File: config.mk
export PLATFORM = sky130hd
export DESIGN_NAME = idxcfg_port
export DESIGN_NICKNAME = d
export VERILOG_FILES = /design/src/rtl/idxcfg_pkg.sv /design/src/rtl/idxcfg_ctl.sv /design/src/rtl/idxcfg_dp.sv /design/src/rtl/idxcfg_port.sv
export SDC_FILE = /design/constraint.sdc
export NUM_CORES = 1
export LEC_CHECK = 0
export ABC_AREA = 1
export BUFFER_PORTS_ARGS = -buffer_cell sky130_fd_sc_hd__buf_4
export CAP_MARGIN = 10
export CELL_PAD_IN_SITES_DETAIL_PLACEMENT = 2
export CELL_PAD_IN_SITES_GLOBAL_PLACEMENT = 2
export CORE_MARGIN = 5
export CORE_UTILIZATION = 37
export CTS_BUF_LIST = sky130_fd_sc_hd__clkbuf_4
export CTS_CLUSTER_SIZE = 10
export DETAILED_ROUTE_END_ITERATION = 12
export PLACE_DENSITY_LB_ADDON = 0.1
export RECOVER_POWER = 50
export REMOVE_ABC_BUFFERS = 1
export SYNTH_ARGS = -nofsm -noshare
export SYNTH_HDL_FRONTEND = slang
export SYNTH_SLANG_ARGS = --single-unit
File: constraint.sdc
create_clock -name clk -period 5.1 [get_ports clk]
set_input_delay 1.02 -clock clk [delete_from_list [all_inputs] [get_ports clk]]
set_output_delay 1.02 -clock clk [all_outputs]
set_load 0.01 [all_outputs]
File: src/rtl/idxcfg_pkg.sv
package idxcfg_pkg;
  // number of locations routed to the clock register file
  localparam int CLK_LOCS = 14;
  // the two topmost clock locations are read-only status
  localparam int RO_FIRST = CLK_LOCS - 2;
  localparam int RTC_AW   = $clog2(CLK_LOCS);

  typedef struct packed {
    logic idxWe;   // load selector
    logic ramWe;   // write local RAM
    logic rtcSel;  // strobe clock register file
    logic rtcWe;   // clock register write
    logic rdIdx;   // return selector
    logic rdRtc;   // return clock read byte
    logic rdRam;   // return RAM byte
  } ctlStb_t;
endpackage

File: src/rtl/idxcfg_ctl.sv
module idxcfg_ctl
  import idxcfg_pkg::*;
#(
  parameter int ADDR_W = 7
) (
  input  logic              hostSel,
  input  logic              hostAddr,
  input  logic              hostWr,
  input  logic [ADDR_W-1:0] effAddr,
  output ctlStb_t           stb
);
  logic inClk;
  logic roLoc;
  logic winAcc;
  logic selAcc;

  always_comb begin
    inClk  = int'(effAddr) < CLK_LOCS;
    roLoc  = inClk && (int'(effAddr) >= RO_FIRST);
    winAcc = hostSel && hostAddr;
    selAcc = hostSel && !hostAddr;

    stb.idxWe  = selAcc && hostWr;
    stb.rdIdx  = selAcc && !hostWr;
    stb.ramWe  = winAcc && hostWr && !inClk;
    stb.rdRam  = winAcc && !hostWr && !inClk;
    stb.rdRtc  = winAcc && !hostWr && inClk;
    stb.rtcWe  = winAcc && hostWr && inClk && !roLoc;
    stb.rtcSel = stb.rdRtc || stb.rtcWe;
  end
endmodule

File: src/rtl/idxcfg_dp.sv
module idxcfg_dp
  import idxcfg_pkg::*;
#(
  parameter int DEPTH  = 128,
  parameter int ADDR_W = $clog2(DEPTH)
) (
  input  logic              clk,
  input  logic              rstN,
  input  ctlStb_t           stb,
  input  logic [7:0]        hostWdata,
  input  logic [7:0]        rtcRdata,
  output logic [ADDR_W-1:0] effAddr,
  output logic [7:0]        idxReg,
  output logic [7:0]        hostRdata
);
  logic [7:0] mem [DEPTH];

  // selector: reset masks the NMI, address zero
  always_ff @(posedge clk or negedge rstN) begin
    if (!rstN)          idxReg <= 8'h80;
    else if (stb.idxWe) idxReg <= hostWdata;
  end

  // address width picks the alias behaviour; bit 7 never reaches it
  generate
    if (ADDR_W < 7) begin : g_fold
      assign effAddr = idxReg[ADDR_W-1:0];
    end else begin : g_full
      assign effAddr = idxReg[6:0];
    end
  endgenerate

  // battery-backed contents are not reset
  always_ff @(posedge clk) begin
    if (stb.ramWe) mem[effAddr] <= hostWdata;
  end

  always_comb begin
    if (stb.rdIdx)      hostRdata = idxReg;
    else if (stb.rdRtc) hostRdata = rtcRdata;
    else if (stb.rdRam) hostRdata = mem[effAddr];
    else                hostRdata = 8'h00;
  end
endmodule

File: src/rtl/idxcfg_port.sv
module idxcfg_port
  import idxcfg_pkg::*;
#(
  parameter int DEPTH = 128
) (
  input  logic              clk,
  input  logic              rstN,
  input  logic              hostSel,
  input  logic              hostAddr,
  input  logic              hostWr,
  input  logic [7:0]        hostWdata,
  output logic [7:0]        hostRdata,
  output logic              nmiMask,
  output logic              rtcStb,
  output logic              rtcWr,
  output logic [RTC_AW-1:0] rtcAddr,
  output logic [7:0]        rtcWdata,
  input  logic [7:0]        rtcRdata
);
  localparam int ADDR_W = $clog2(DEPTH);

  ctlStb_t           stb;
  logic [ADDR_W-1:0] effAddr;
  logic [7:0]        idxReg;

  idxcfg_ctl #(.ADDR_W(ADDR_W)) u_ctl (
    .hostSel (hostSel),
    .hostAddr(hostAddr),
    .hostWr  (hostWr),
    .effAddr (effAddr),
    .stb     (stb)
  );

  idxcfg_dp #(.DEPTH(DEPTH), .ADDR_W(ADDR_W)) u_dp (
    .clk      (clk),
    .rstN     (rstN),
    .stb      (stb),
    .hostWdata(hostWdata),
    .rtcRdata (rtcRdata),
    .effAddr  (effAddr),
    .idxReg   (idxReg),
    .hostRdata(hostRdata)
  );

  assign nmiMask  = idxReg[7];
  assign rtcStb   = stb.rtcSel;
  assign rtcWr    = stb.rtcWe;
  assign rtcAddr  = effAddr[RTC_AW-1:0];
  assign rtcWdata = hostWdata;
endmodule

# Word level (Yosys, flattened, before mapping)
# Memories as Yosys holds them, arrays and structs flattened.
# Cells that the tools add are included.
# Widths: inputs -> output; s select.
# word_totals
register_bits	8
ram_bits	1024
n_memories	1
out_inout_bits	23
elab_cells	26
in_bits	21
# memory_table
name	depth	word_bits	read_ports	rd_ports_with_merged_regs	wr	line_no	source
u_dp.mem	128	8	1	0	1	idxcfg_dp.sv:16	logic [7:0] mem [DEPTH];
# op_classes
reduce_logical	17
n_mux	5
magnitude_cmp	2
# op_table
op	n
$mux 8	3
$logic_and 1x1->1	12
$ge 7x4->1 const B	1
$lt 7x4->1 const B	1
$logic_not 1->1	4
$mux 1	2
$logic_or 1x1->1	1

# Logic depth before layout (Yosys ltp)
# Gate-level depths: netlist of the first run.
# logic_depth
depth_word	6
mapped_depth	18
depth_no_buf	15

# Cells and area by module
# A second synthesis of the first run with hierarchy kept.
# hier_totals
hier_cells	4499
hier_area_um2	44741.7
# modules_own_cells
module	instances	cells_per_inst	seq_area_each_um2	area_each_um2
idxcfg_dp	1	4463	30950.9	44560.2
idxcfg_ctl	1	28	0.0	121.4
idxcfg_port	1	8	0.0	60.1

# Worst setup path after synthesis of the first run
# Ideal clock, no wire load.
# synth_path
kind	in2out
start	input hostAddr
end	output hostRdata[0]
t_arrival_ns	1.839
setup_slack_ns	2.241
path_stages	4
t_required_ns	4.080
cell_sequence	inv_1 nor4_2 nand2_1 nand3_1
# synth_between
elab_chain_cells	6
elab_cells_between_ends	10
# synth_rtl
element	line_no	source
start, declared	idxcfg_port.sv:9	input logic hostAddr,
$logic_and 1x1->1	idxcfg_ctl.sv:20	winAcc = hostSel && hostAddr;
$logic_and 1x1->1	idxcfg_ctl.sv:26, idxcfg_ctl.sv:27	
$logic_and 1x1->1	idxcfg_ctl.sv:26	stb.rdRam = winAcc && !hostWr && !inClk;
$mux 8	idxcfg_dp.sv:41	else if (stb.rdRam) hostRdata = mem[effAddr];
$mux 8	idxcfg_dp.sv:40	else if (stb.rdRtc) hostRdata = rtcRdata;
$mux 8 (*)	idxcfg_dp.sv:39	if (stb.rdIdx) hostRdata = idxReg;
end, declared	idxcfg_port.sv:12	output logic [7:0] hostRdata,
# Mark *: on every way between the ends. The rest lies on a longest branch, timed or not.

# Worst setup path after layout of the first run
# layout_path
start	register u_dp.idxReg[0]
end	output hostRdata[6]
# layout_between
elab_chain_cells	6
elab_cells_between_ends	8
# layout_rtl
element	line_no	source
start, declared	idxcfg_dp.sv:13	output logic [7:0] idxReg,
start signal, assigned	idxcfg_dp.sv:21	else if (stb.idxWe) idxReg <= hostWdata;
parallel branches: the longest is 4 deep, another holds $mem_v2 128x8	--	
$mux 8 (*)	idxcfg_dp.sv:40	
$mux 8 (*)	idxcfg_dp.sv:39	
# Every way passes the cells marked *.

==> results of run 1 <==
[timing repair]
item | 4_1_cts | 5_1_grt
pin swaps | 1 | 2
hold buffers | 1 | 0
hold endpoints to repair | 8 | 0
cloned | 20 | 7
resized for setup | 84 | 37
setup endpoints to repair | 9 | 8
setup buffers | 7 | 6
[worst max-delay path by stage]
stage | from | endpoint | cells after the start
final | u_dp.idxReg[0]$_DFFE_PN0P_ | hostRdata[6] | 16
after global routing | u_dp.idxReg[0]$_DFFE_PN0P_ | hostRdata[2] | 18
after CTS | u_dp.idxReg[0]$_DFFE_PN0P_ | hostRdata[4] | 17
after detailed placement | u_dp.idxReg[0]$_DFFE_PN0P_ | hostRdata[5] | 17
after global placement | u_dp.idxReg[0]$_DFFE_PN0P_ | hostRdata[5] | 17
after floorplan | u_dp.idxReg[0]$_DFFE_PN0P_ | hostRdata[6] | 12
[cell usage in the layout (no fill, tap or decap), drive strengths merged]
master,instances
a211oi,1
a21oi,12
buf,137
bufbuf,8
bufinv,3
clkbuf,460
clkinv,55
conb,112
dfrtp,7
dfstp,1
diode,4
dlygate4sd3,1
edfxtp,1024
inv,70
mux2,2
nand2,2795
nand3,46
nand4,1
nor2,232
nor3,1
nor4,2
o211ai,1
o21ai,7
or2,13
[power groups by stage]
stage	clock, W	combinational (W)	sequential, W
floorplan	0	0.00199	0.00985
global placement	0	0.00333	0.00967
detailed placement	0	0.00340	0.00968
CTS	0.00791	0.00383	0.00951
global route	0.00841	0.00431	0.00951
finish	0.00770	0.00397	0.00950
[routing by layer]
metal,vias up,part of all wire [%],GRT usage [%]
met5,-,0.054,0
met4,2,2.8,8.36
met3,264,5.4,5.67
met2,818,48,42.1
met1,17200,44,32.7
li1,15100,-,-
[critical path, stage by stage (launching register included)]
cell       delay [ns]
dfrtp_4          0.52
buf_4            0.17
buf_12           0.17
bufbuf_16        0.35
nand2_1          0.08
nand2_1          0.05
nand2_1          0.05
nand2_1          0.06
nand2_1          0.05
nand2_1          0.08
nand2_1          0.06
nand2_1          0.13
o21ai_2          0.29
nand4_1          0.21
nand2_2          0.16
nand3_1          0.10
buf_4            0.16
[through the flow]
stage | std cells | TNS (ns) | instance area, um^2 | hold WS [ns]
6_report | 6607 | 0 | 51600 | 0.341
5_1_grt | 6607 | -0.252 | 51600 | 0.296
4_1_cts | 6590 | -0.0852 | 51300 | 0.0255
3_5_place_dp | 6064 | 0 | 46800 | 0.628
3_3_place_gp | 6064 | 0 | 46800 | 0.630
2_1_floorplan | 4323 | -8714.80 | 43500 | 0.562
[flip-flops by register name (all words and copies together), names as in the netlist]
name and flops:
u_dp.idxReg 8, u_dp.mem 1024
[logic make-up after synthesis]
group                  count (synthesis)
AOI/OAI and AO/OA                     21
and+or+nand+nor                     3090
buffers and inverters                294
other                                  1
muxes                                  2
DFF                                 1032
[final cells by class]
type	count	area, um^2	share of cell area (%)
timing repair inverter	8	134	0.259
clock buffer	444	3330	6.46
timing repair buffer	162	2080	4.03
tap	1612	2020	3.91
multi-input combinational	3225	12500	24.2
clock inverter	54	282	0.545
antenna	4	10.0	0.0194
sequential	1032	31000	60.0
inverter	66	295	0.572
==> results by group, run 1 <==
Die
  – Initial Util: 37.1%
  – Row count: 127
  – Die area: 127000 um^2
  – I/O pin count: 44
  – Die width: 356 um
  – Die Height: 356 um
  – Core area: 119000 um^2

Drt
  – Post-DRT Antenna Nets: 0
  – Via count: 33400
  – Vias per inst: 5.05
  – Initial DRC Count: 2057
  – WL final: 162000 um
  – WL per Instance: 24.5 um
  – DRC: 0
  – Number of detailed-route iterations in the first pass: 5

Clocking
  – Later-pin clock latency in the skew report: 1.24 ns
  – Clock Tree Buf Depth: 4
  – CTS buffer count: 309
  – Sink Count: 1032
  – CTS tree: yes
  – Reg clk slew, reported paths: 0.08 ns
  – Clock root buffer: clkbuf_4
  – H-tree depth: 5

Pwr
  – LEAKAGE: 21.9 nW
  – Switch Pwr: 0.00655 W
  – Clock power share: 36.4%
  – Worst IR Drop VDD: 0.244 mV
  – Combinational share of power: 18.7%
  – Design Power: 0.0212 W
  – Power density cells: 410 nW/um^2
  – P_int: 0.0146 W
  – Sequential share of power: 44.9%
  – Switching share of power: 31.0%

Status
  – Outcome: finished, violations left
  – Violations in the final reports: capacitance limit, slew limit

Place
  – Final Wtd Congestion: 0.793
  – Worst slack at placement: 0.602 ns
  – DP Wirelength: 87300 um
  – Port bufs: 43

Worst setup path
  – Crit Path Category: flip-flop to output port
  – Crit Path Max Fanout: 20
  – R2R Path End: u_dp.mem[42][3]$_DFFE_PP_
  – Reg2Reg Depth: 9
  – Worst Path Arrival: 3.99 ns
  – CP required: 4.08 ns
  – Startpoint Class: flip-flop
  – Setup slack, reg-to-reg: 1.14 ns
  – Nature of the critical path endpoint: output port
  – R2R Path Start: u_dp.idxReg[5]$_DFFE_PN0P_

Logic synthesis
  – Post-synthesis xor/xnor area fraction: 0%
  – Register area share after synthesis: 69.9%
  – Synth Area in Simple Gates: 26.5%
  – Post-synth top area share: 69.4%
  – Main combinational cell family by area after synthesis: simple AND/OR/NAND/NOR gates
  – Compound-gate portion of the synthesized area: 0.257%
  – Seq cells post-synth: 1032
  – Post-Syn Area: 44300 um^2
  – Area contributors post-synth: edfxtp_1 69%, nand2_1 24%, nor2_1 1.9%
  – EDFF count, synth: 1024
  – Warnings, synthesis: 0
  – Top cells by count, synth: 2795 x nand2_1, 1024 x edfxtp_1, 228 x nor2_1
  – Ys flop type: edfxtp_1
  – Synth Area per Inst: 9.98 um^2
  – Yosys cell types: 30
  – Adder-cell share of the synthesized area: 0%
  – Gate Count Post-Synth: 4440
  – Post-synth top area cell: edfxtp_1
  – Most common cell in the netlist: nand2_1
  – Mux contribution to synthesized area: 0.0508%
  – Ys async rst share: 0.775%

STA
  – RSZ-0062 raised after global routing: yes
  – PnR worst setup slack: 0.0857 ns
  – Setup Skew: 0.0856 ns
  – Final setup viols: 0
  – Slew @ Worst Pin: 3.20 ns
  – Fmax achieved: 199 MHz
  – Max-slew violation count: 432
  – Period utilisation layout: 98.3%
  – Relative slew slack: -113%
  – Hold Vio Cnt, Final: 0
  – Final min period: 5.01 ns

Finish
  – Post-layout nets: 4825
  – Ratio of cells with drive above 1 in the final layout: 13.7%
  – Final Util: 43.2%
  – Fill cells: 12900
  – Area growth syn-to-layout: 16.6%

GRT
  – Gr usage total: 25.2%
  – Pin count of the biggest net entering global routing: 88
  – First-pass GRT wire length: 236000 um
  – Vias in the first global route: 36900
  – Total congestion overflow: 0
  – Antenna violations before repair: 3

Run
  – Maxcap violations: 9

Hold path
  – Worst Hold Class: input pin to asynchronous set/reset pin
Note: power is estimated with default switching activity, not from simulation.
==> inputs of run 2 (changes only) <==
--- a/config.mk
+++ b/config.mk
@@ -6,7 +6,7 @@
 export NUM_CORES = 1
 export LEC_CHECK = 0
 export ABC_AREA = 1
-export BUFFER_PORTS_ARGS = -buffer_cell sky130_fd_sc_hd__buf_4
+export BUFFER_PORTS_ARGS = -buffer_cell sky130_fd_sc_hd__clkbuf_2
 export CAP_MARGIN = 10
 export CELL_PAD_IN_SITES_DETAIL_PLACEMENT = 2
 export CELL_PAD_IN_SITES_GLOBAL_PLACEMENT = 2
==> run 2 against run 1 <==
The flow still finishes with violations (capacitance limit, slew limit). Via count is 0.54% lower. Highest routed layer unchanged. Critical endpoint unchanged. Global-route usage is 1.2 points lower. Fmax is 1.4% higher. Final cell count is 0.67% higher. Critical path type unchanged. Clock power hardly changed. Largest cell class unchanged.
==> results by group, run 2 (synthesis results as in run 1) <==
STA
  – Period utilisation layout: 97.0% (-1.4 points)
  – Final min period: 4.94 ns (-0.0697 ns)
  – Fmax achieved: 202 MHz (+1.4%)
  – Slew @ Worst Pin: 3.96 ns (+0.764 ns)
  – Setup Skew: 0.0437 ns (-0.0418 ns)
  – PnR worst setup slack: 0.155 ns (+0.0697 ns)
  – Max-slew violation count: 848 (+96%)
  – Relative slew slack: -164% (-51 points)
  – Hold Vio Cnt, Final: 0 (unchanged)
  – Final setup viols: 0 (unchanged)

Drt
  – DRC: 0 (unchanged)
  – Initial DRC Count: 1983 (-3.6%)
  – Number of detailed-route iterations in the first pass: 5 (unchanged)
  – Post-DRT Antenna Nets: 0 (unchanged)
  – WL final: 156000 um (-3.8%)
  – WL per Instance: 23.4 um (-4.4%)
  – Vias per inst: 4.99 (-1.2%)
  – Via count: 33200 (-0.54%)

Status
  – Violations in the final reports: capacitance limit, slew limit
  – Outcome: finished, violations left

Finish
  – Area growth syn-to-layout: 16.2%
  – Fill cells: 13000 (+0.55%)
  – Finished Layout Cells: 6651 (+0.67%)
  – Final Util: 43.1% (-0.12 points)
  – Max reg flops: 1024 (unchanged)
  – Most frequent cells in the layout: 2783 x nand2_1, 1024 x edfxtp_1, 460 x clkbuf_4
  – Ratio of cells with drive above 1 in the final layout: 14.5% (+0.75 points)
  – Largest regs: u_dp.mem: 1024 flops, u_dp.idxReg: 8 flops
  – Most common cell after layout, fill and taps aside: nand2_1
  – Largest reg by FF count: u_dp.mem
  – Post-layout nets: 4869 (+0.91%)

Worst setup path
  – CP required: 4.08 ns (about the same)
  – R2R Path Start: u_dp.idxReg[6]$_DFFE_PN0P_
  – Crit path depth: 14 (-2)
  – Critical path's most frequent cell: nand2_1
  – Startpoint Class: flip-flop
  – Slowest stage delay, CP: 0.53 ns (about the same)
  – Critical Path Source: u_dp.idxReg[0]$_DFFE_PN0P_
  – Critical-path cell list: buf_12 -> buf_4 -> or2_2 -> nand3_1 -> nand2_1 -> nor2_2 -> nor2_1 -> nor2_1 -> nand2_1 -> nand2_1 -> nand4_1 -> nand2_1 -> nand3_1 -> clkbuf_2
  – Reg2Reg Depth: 9 (unchanged)
  – CP max stage cell: dfrtp_4
  – Crit Path Max Fanout: 22 (+10%)
  – Worst Path Arrival: 3.92 ns (-0.07 ns)
  – Worst Path Buf+Inv: 3 (-1)
  – Crit path max-delay family: simple AND/OR/NAND/NOR gates
  – Nature of the critical path endpoint: output port
  – Crit Path Category: flip-flop to output port

Clocking
  – Clock Tree Buf Depth: 4 (unchanged)
  – Later-pin clock latency in the skew report: 1.23 ns (about the same)
  – Clock root buffer: clkbuf_4
  – Reg clk slew, reported paths: 0.07 ns (about the same)
  – CTS tree: yes
  – H-tree depth: 5 (unchanged)
  – Sink Count: 1032 (unchanged)
  – CTS buffer count: 314 (+1.6%)

Run
  – Maxcap violations: 14 (+5)

Place
  – DP Wirelength: 88000 um (+0.84%)
  – Port bufs: 43 (unchanged)
  – Worst slack at placement: 0.792 ns (+0.190 ns)
  – Placed insts: 6101 (+0.61%)
  – Final Wtd Congestion: 0.812 (+2.4%)

Die
  – I/O pin count: 44 (unchanged)
  – Die width: 356 um (unchanged)
  – Initial Util: 37.1% (unchanged)
  – Row count: 127 (unchanged)
  – Core area: 119000 um^2 (unchanged)
  – Die area: 127000 um^2 (unchanged)
  – Die Height: 356 um (unchanged)

Pwr
  – Power density cells: 408 nW/um^2 (-0.58%)
  – Design Power: 0.0210 W (-0.86%)
  – Worst IR Drop VDD: 0.261 mV (+6.8%)
  – LEAKAGE: 22.0 nW (+0.19%)

GRT
  – Pin count of the biggest net entering global routing: 121 (+38%)
  – First-pass GRT wire length: 226000 um (-3.9%)
  – Vias in the first global route: 36400 (-1.3%)
  – Antenna violations before repair: 4 (+1)
  – Total congestion overflow: 0 (unchanged)
  – Gr usage total: 24.0% (-1.2 points)

Hold path
  – Worst Hold Class: input pin to asynchronous set/reset pin
[run 2: cell count changes in the layout (fill, tap and decap cells not counted), sizes merged]
cell,change
bufbuf,-6
clkinvlp,+1
clkinv,-19
buf,+11
nor2,+1
clkbuf,+52
diode,+4
inv,+1
dlygate4sd3,+1
bufinv,-2
[run 2: worst register-to-register path: stages (launching register included)]
cell and delay [ns]:
dfrtp_1 0.54, nor2_1 0.09, inv_1 0.50, nor2_1 0.15, o21ai_2 0.17, inv_1 0.17
nor2_4 0.31, nand3_1 0.43, buf_4 0.33, nor2_1 0.86
[run 2: repair_timing]
action / 4_1_cts / 5_1_grt
setup buffers: 15 / 14
gates resized for setup: 51 / 42
hold buffers: 2 / 0
cloned: 6 / 6
pin swaps: 0 / 8
setup endpoints to repair: 8 / 8
endpoints found under the hold margin: 22 / 0
[run 2: power by group]
| part | switching, W | leakage, nW | internal (W) |
|---|---|---|---|
| clock | 0.00362 | 2.21 | 0.00411 |
| combinational | 0.00274 | 10.4 | 0.000998 |
| sequential | 0.0000618 | 9.38 | 0.00945 |
| total | 0.00642 | 22.0 | 0.0146 |
[run 2: layer usage]
| layer | share of wire, % | up-vias | wire, um | track usage, % |
|---|---|---|---|---|
| met1 | 44 | 16900 | 68500 | 31.1 |
| met2 | 48 | 815 | 74100 | 39.8 |
| met4 | 2.8 | 4 | 4290 | 8.02 |
| met3 | 5.6 | 271 | 8740 | 5.84 |
| li1 | - | 15200 | - | - |
| met5 | 0.14 | - | 220 | 1.19 |
[run 2: final cells by class]
type / count / area [um^2] / share of cell area, %
well taps: 1612 / 2020 / 3.92
diodes: 8 / 20.0 / 0.0389
clock inverters: 39 / 175 / 0.340
multi-input cells: 3226 / 12500 / 24.2
flip-flops and latches: 1032 / 31000 / 60.1
repair inverters: 4 / 47.5 / 0.0923
clock buffers: 460 / 3450 / 6.71
repair buffers: 204 / 2050 / 3.99
inverters: 66 / 307 / 0.595
[run 2: through the flow]
step / hold WS, ns / TNS, ns / instance area [um^2]
5_1_grt: 0.323 / -0.145 / 51500
6_report: 0.395 / 0 / 51500
2_1_floorplan: 0.562 / -8714.80 / 43500
3_3_place_gp: 0.618 / 0 / 47000
3_5_place_dp: 0.630 / 0 / 47000
4_1_cts: 0.0833 / -0.0111 / 51100
[run 2: final timing paths]
check,to,slack [ns]
setup / recovery,hostRdata[6],0.16
hold / removal,u_dp.idxReg[4]$_DFFE_PN0P_,0.40
setup reg to reg,u_dp.mem[36][4]$_DFFE_PP_,1.17
hold reg to reg,u_dp.idxReg[7]$_DFFE_PN1P_,0.64
max in group asynchronous,u_dp.idxReg[1]$_DFFE_PN0P_,4.12
min in group clk,u_dp.mem[15][2]$_DFFE_PP_,0.42
==> inputs of run 3 (changes only) <==
--- a/config.mk
+++ b/config.mk
@@ -10,6 +10,7 @@
 export CAP_MARGIN = 10
 export CELL_PAD_IN_SITES_DETAIL_PLACEMENT = 2
 export CELL_PAD_IN_SITES_GLOBAL_PLACEMENT = 2
+export CORE_ASPECT_RATIO = 1.5
 export CORE_MARGIN = 5
 export CORE_UTILIZATION = 37
 export CTS_BUF_LIST = sky130_fd_sc_hd__clkbuf_4
==> run 3 against run 2 <==
The run still ends with capacitance limit, slew limit left. Clock-buffer cell count is 57 lower. Hold slack worse by 0.0078 ns. Clock power is 7.9% lower. Fmax is 0.38% lower. Highest routed layer is now met4. Wire length is 0.13% lower. Global-route usage is 0.10 points lower. Die area is 0.11% higher. Worst setup slack worse by 0.019 ns.
==> results by group, run 3 (synthesis results as in run 1) <==
Place
  – DP Wirelength: 89700 um (+1.9%)
  – Placed Area: 46700 um^2 (-0.62%)
  – Final Wtd Congestion: 0.780 (-3.9%)
  – Port bufs: 43 (unchanged)

Finish
  – Most common cell after layout, fill and taps aside: nand2_1
  – Largest regs: u_dp.mem: 1024 flops, u_dp.idxReg: 8 flops
  – Max reg flops: 1024 (unchanged)
  – Most frequent cells in the layout: 2792 x nand2_1, 1024 x edfxtp_1, 403 x clkbuf_4
  – Area growth syn-to-layout: 14.3%
  – Fill cells: 12800 (-1.1%)
  – Largest reg by FF count: u_dp.mem
  – Post-layout nets: 4800 (-1.4%)
  – Ratio of cells with drive above 1 in the final layout: 12.6% (-1.8 points)
  – Finished Cell Area: 50600 um^2 (-1.7%)

Die
  – Die area: 127000 um^2 (+0.11%)
  – I/O pin count: 44 (unchanged)
  – Die width: 293 um (-18%)
  – Die Height: 434 um (+22%)
  – Row count: 155 (+22%)
  – Initial Util: 37.2% (+0.13 points)
  – Core area: 119000 um^2 (-0.35%)

Clocking
  – Clock Tree Buf Depth: 4 (unchanged)
  – CTS buffer count: 284 (-9.6%)
  – Reg clk slew, reported paths: 0.07 ns (about the same)
  – CTS tree: yes
  – Sink Count: 1032 (unchanged)
  – Later-pin clock latency in the skew report: 1.19 ns (-0.04 ns)
  – Clock root buffer: clkbuf_4
  – H-tree depth: 5 (unchanged)

Run
  – Maxcap violations: 17 (+3)

Worst setup path
  – Critical Path Source: u_dp.idxReg[1]$_DFFE_PN0P_
  – Worst Path Arrival: 3.94 ns (+0.02 ns)
  – Critical path's most frequent cell: nand2_1
  – Worst Path Buf+Inv: 4 (+1)
  – CP required: 4.08 ns (about the same)
  – Crit path max-delay family: simple AND/OR/NAND/NOR gates
  – Slowest stage delay, CP: 0.57 ns (+0.04 ns)
  – Crit Path Max Fanout: 33 (+50%)
  – Crit Path Category: flip-flop to output port
  – Nature of the critical path endpoint: output port
  – R2R Path End: u_dp.mem[123][5]$_DFFE_PP_
  – Reg2Reg Depth: 8 (-1)
  – CP max stage cell: dfrtp_4
  – Critical-path cell list: buf_16 -> nand2_4 -> clkinvlp_4 -> buf_12 -> nand3_1 -> nand2_1 -> nor2_1 -> nor2_1 -> nor2_1 -> nand2_1 -> nand2_1 -> nand4_1 -> nand2_1 -> nand3_1 -> clkbuf_2
  – R2R Path Start: u_dp.idxReg[1]$_DFFE_PN0P_
  – Startpoint Class: flip-flop
  – Setup slack, reg-to-reg: 1.21 ns (+0.04 ns)

Status
  – Violations in the final reports: capacitance limit, slew limit
  – Outcome: finished, violations left

Hold path
  – Worst Hold Class: input pin to asynchronous set/reset pin

GRT
  – Total congestion overflow: 0 (unchanged)
  – Pin count of the biggest net entering global routing: 91 (-25%)
  – Vias in the first global route: 36300 (-0.27%)
  – Antenna violations before repair: 3 (-1)
  – Gr usage total: 23.9% (-0.10 points)
  – First-pass GRT wire length: 227000 um (about the same)

Drt
  – Number of detailed-route iterations in the first pass: 5 (unchanged)
  – Post-DRT Antenna Nets: 0 (unchanged)
  – Vias per inst: 5.03 (+0.88%)
  – DRC: 0 (unchanged)
  – Initial DRC Count: 1776 (-10%)
  – WL per Instance: 23.9 um (+2.0%)
  – Via count: 32800 (-1.2%)
  – WL final: 156000 um (-0.13%)

STA
  – Max-slew violation count: 953 (+12%)
  – Setup Skew: 0.0623 ns (+0.0186 ns)
  – RSZ-0062 raised after global routing: yes
  – Relative slew slack: -142% (+23 points)
  – Hold Vio Cnt, Final: 0 (unchanged)
  – Period utilisation layout: 97.3% (+0.37 points)
  – Setup TNS Final: 0 ns (unchanged)
  – Final min period: 4.96 ns (+0.0189 ns)
  – Slew @ Worst Pin: 3.63 ns (-0.338 ns)
  – Final hold slack: 0.387 ns (-0.00779 ns)
  – Fmax achieved: 201 MHz (-0.38%)
  – Final setup viols: 0 (unchanged)

Pwr
  – Power density cells: 402 nW/um^2 (-1.5%)
  – Worst IR Drop VDD: 0.166 mV (-36%)
  – LEAKAGE: 21.5 nW (-2.2%)
-- run 3: cell count changes in the layout (fill, tap and decap cells not counted), sizes merged --
| cell | previous run | this run |
|---|---|---|
| clkbuf | 512 | 459 |
| buf | 148 | 106 |
| clkinv | 36 | 43 |
| diode | 8 | 5 |
| bufbuf | 2 | 1 |
| dlygate4sd3 | 2 | 1 |
| nor2 | 233 | 232 |
-- run 3: final cells by class --
cell class,instances,area [um^2],share of cell area [%]
antenna,5,12.5,0.0247
clock buffer,403,3030,5.97
clock inverter,44,199,0.393
inverter,66,299,0.591
multi-input combinational,3225,12400,24.5
sequential,1032,31000,61.1
tap,1570,1960,3.88
timing repair buffer,164,1670,3.29
timing repair inverter,6,92.6,0.183
-- run 3: through the flow --
stage	power (W)	cells	setup WS [ns]	util, %
floorplan	0.0118	4323	-12.93	-
global placement	0.0130	6031	0.860	39.2
detailed placement	0.0131	6031	0.813	39.2
CTS	0.0205	6496	0.000466	42.3
global route	0.0214	6515	-0.0650	42.5
finish	0.0203	6515	0.137	42.5
-- run 3: repair_timing --
action / CTS / global route
gates resized for setup: 41 / 38
setup endpoints to repair: 8 / 9
pin swaps: 1 / 2
setup buffers: 10 / 8
hold buffers: 1 / 0
hold endpoints to repair: 8 / 0
gates cloned: 7 / 6
-- run 3: worst max-delay path by stage --
stage,endpoint,slack [ns],depth (start not counted)
global route,hostRdata[6],-0.06,15
global placement,hostRdata[2],0.86,8
finish,hostRdata[6],0.14,15
detailed placement,hostRdata[1],0.81,17
floorplan,hostRdata[6],-12.93,12
CTS,hostRdata[2],0.0005,17
-- run 3: metal layers --
metal / wire, um / global-route usage [%]
met4: 5070 / 8.73
met1: 63000 / 28.2
met3: 6730 / 4.31
met2: 80800 / 43.7
met5: 0 / 0
-- run 3: power by group --
| part | leakage, nW | internal [W] | switching [W] |
|---|---|---|---|
| Combinational | 10.2 | 0.000964 | 0.00274 |
| Sequential | 9.38 | 0.00945 | 0.0000657 |
| Clock | 1.96 | 0.00364 | 0.00348 |
| Total | 21.5 | 0.0141 | 0.00629 |
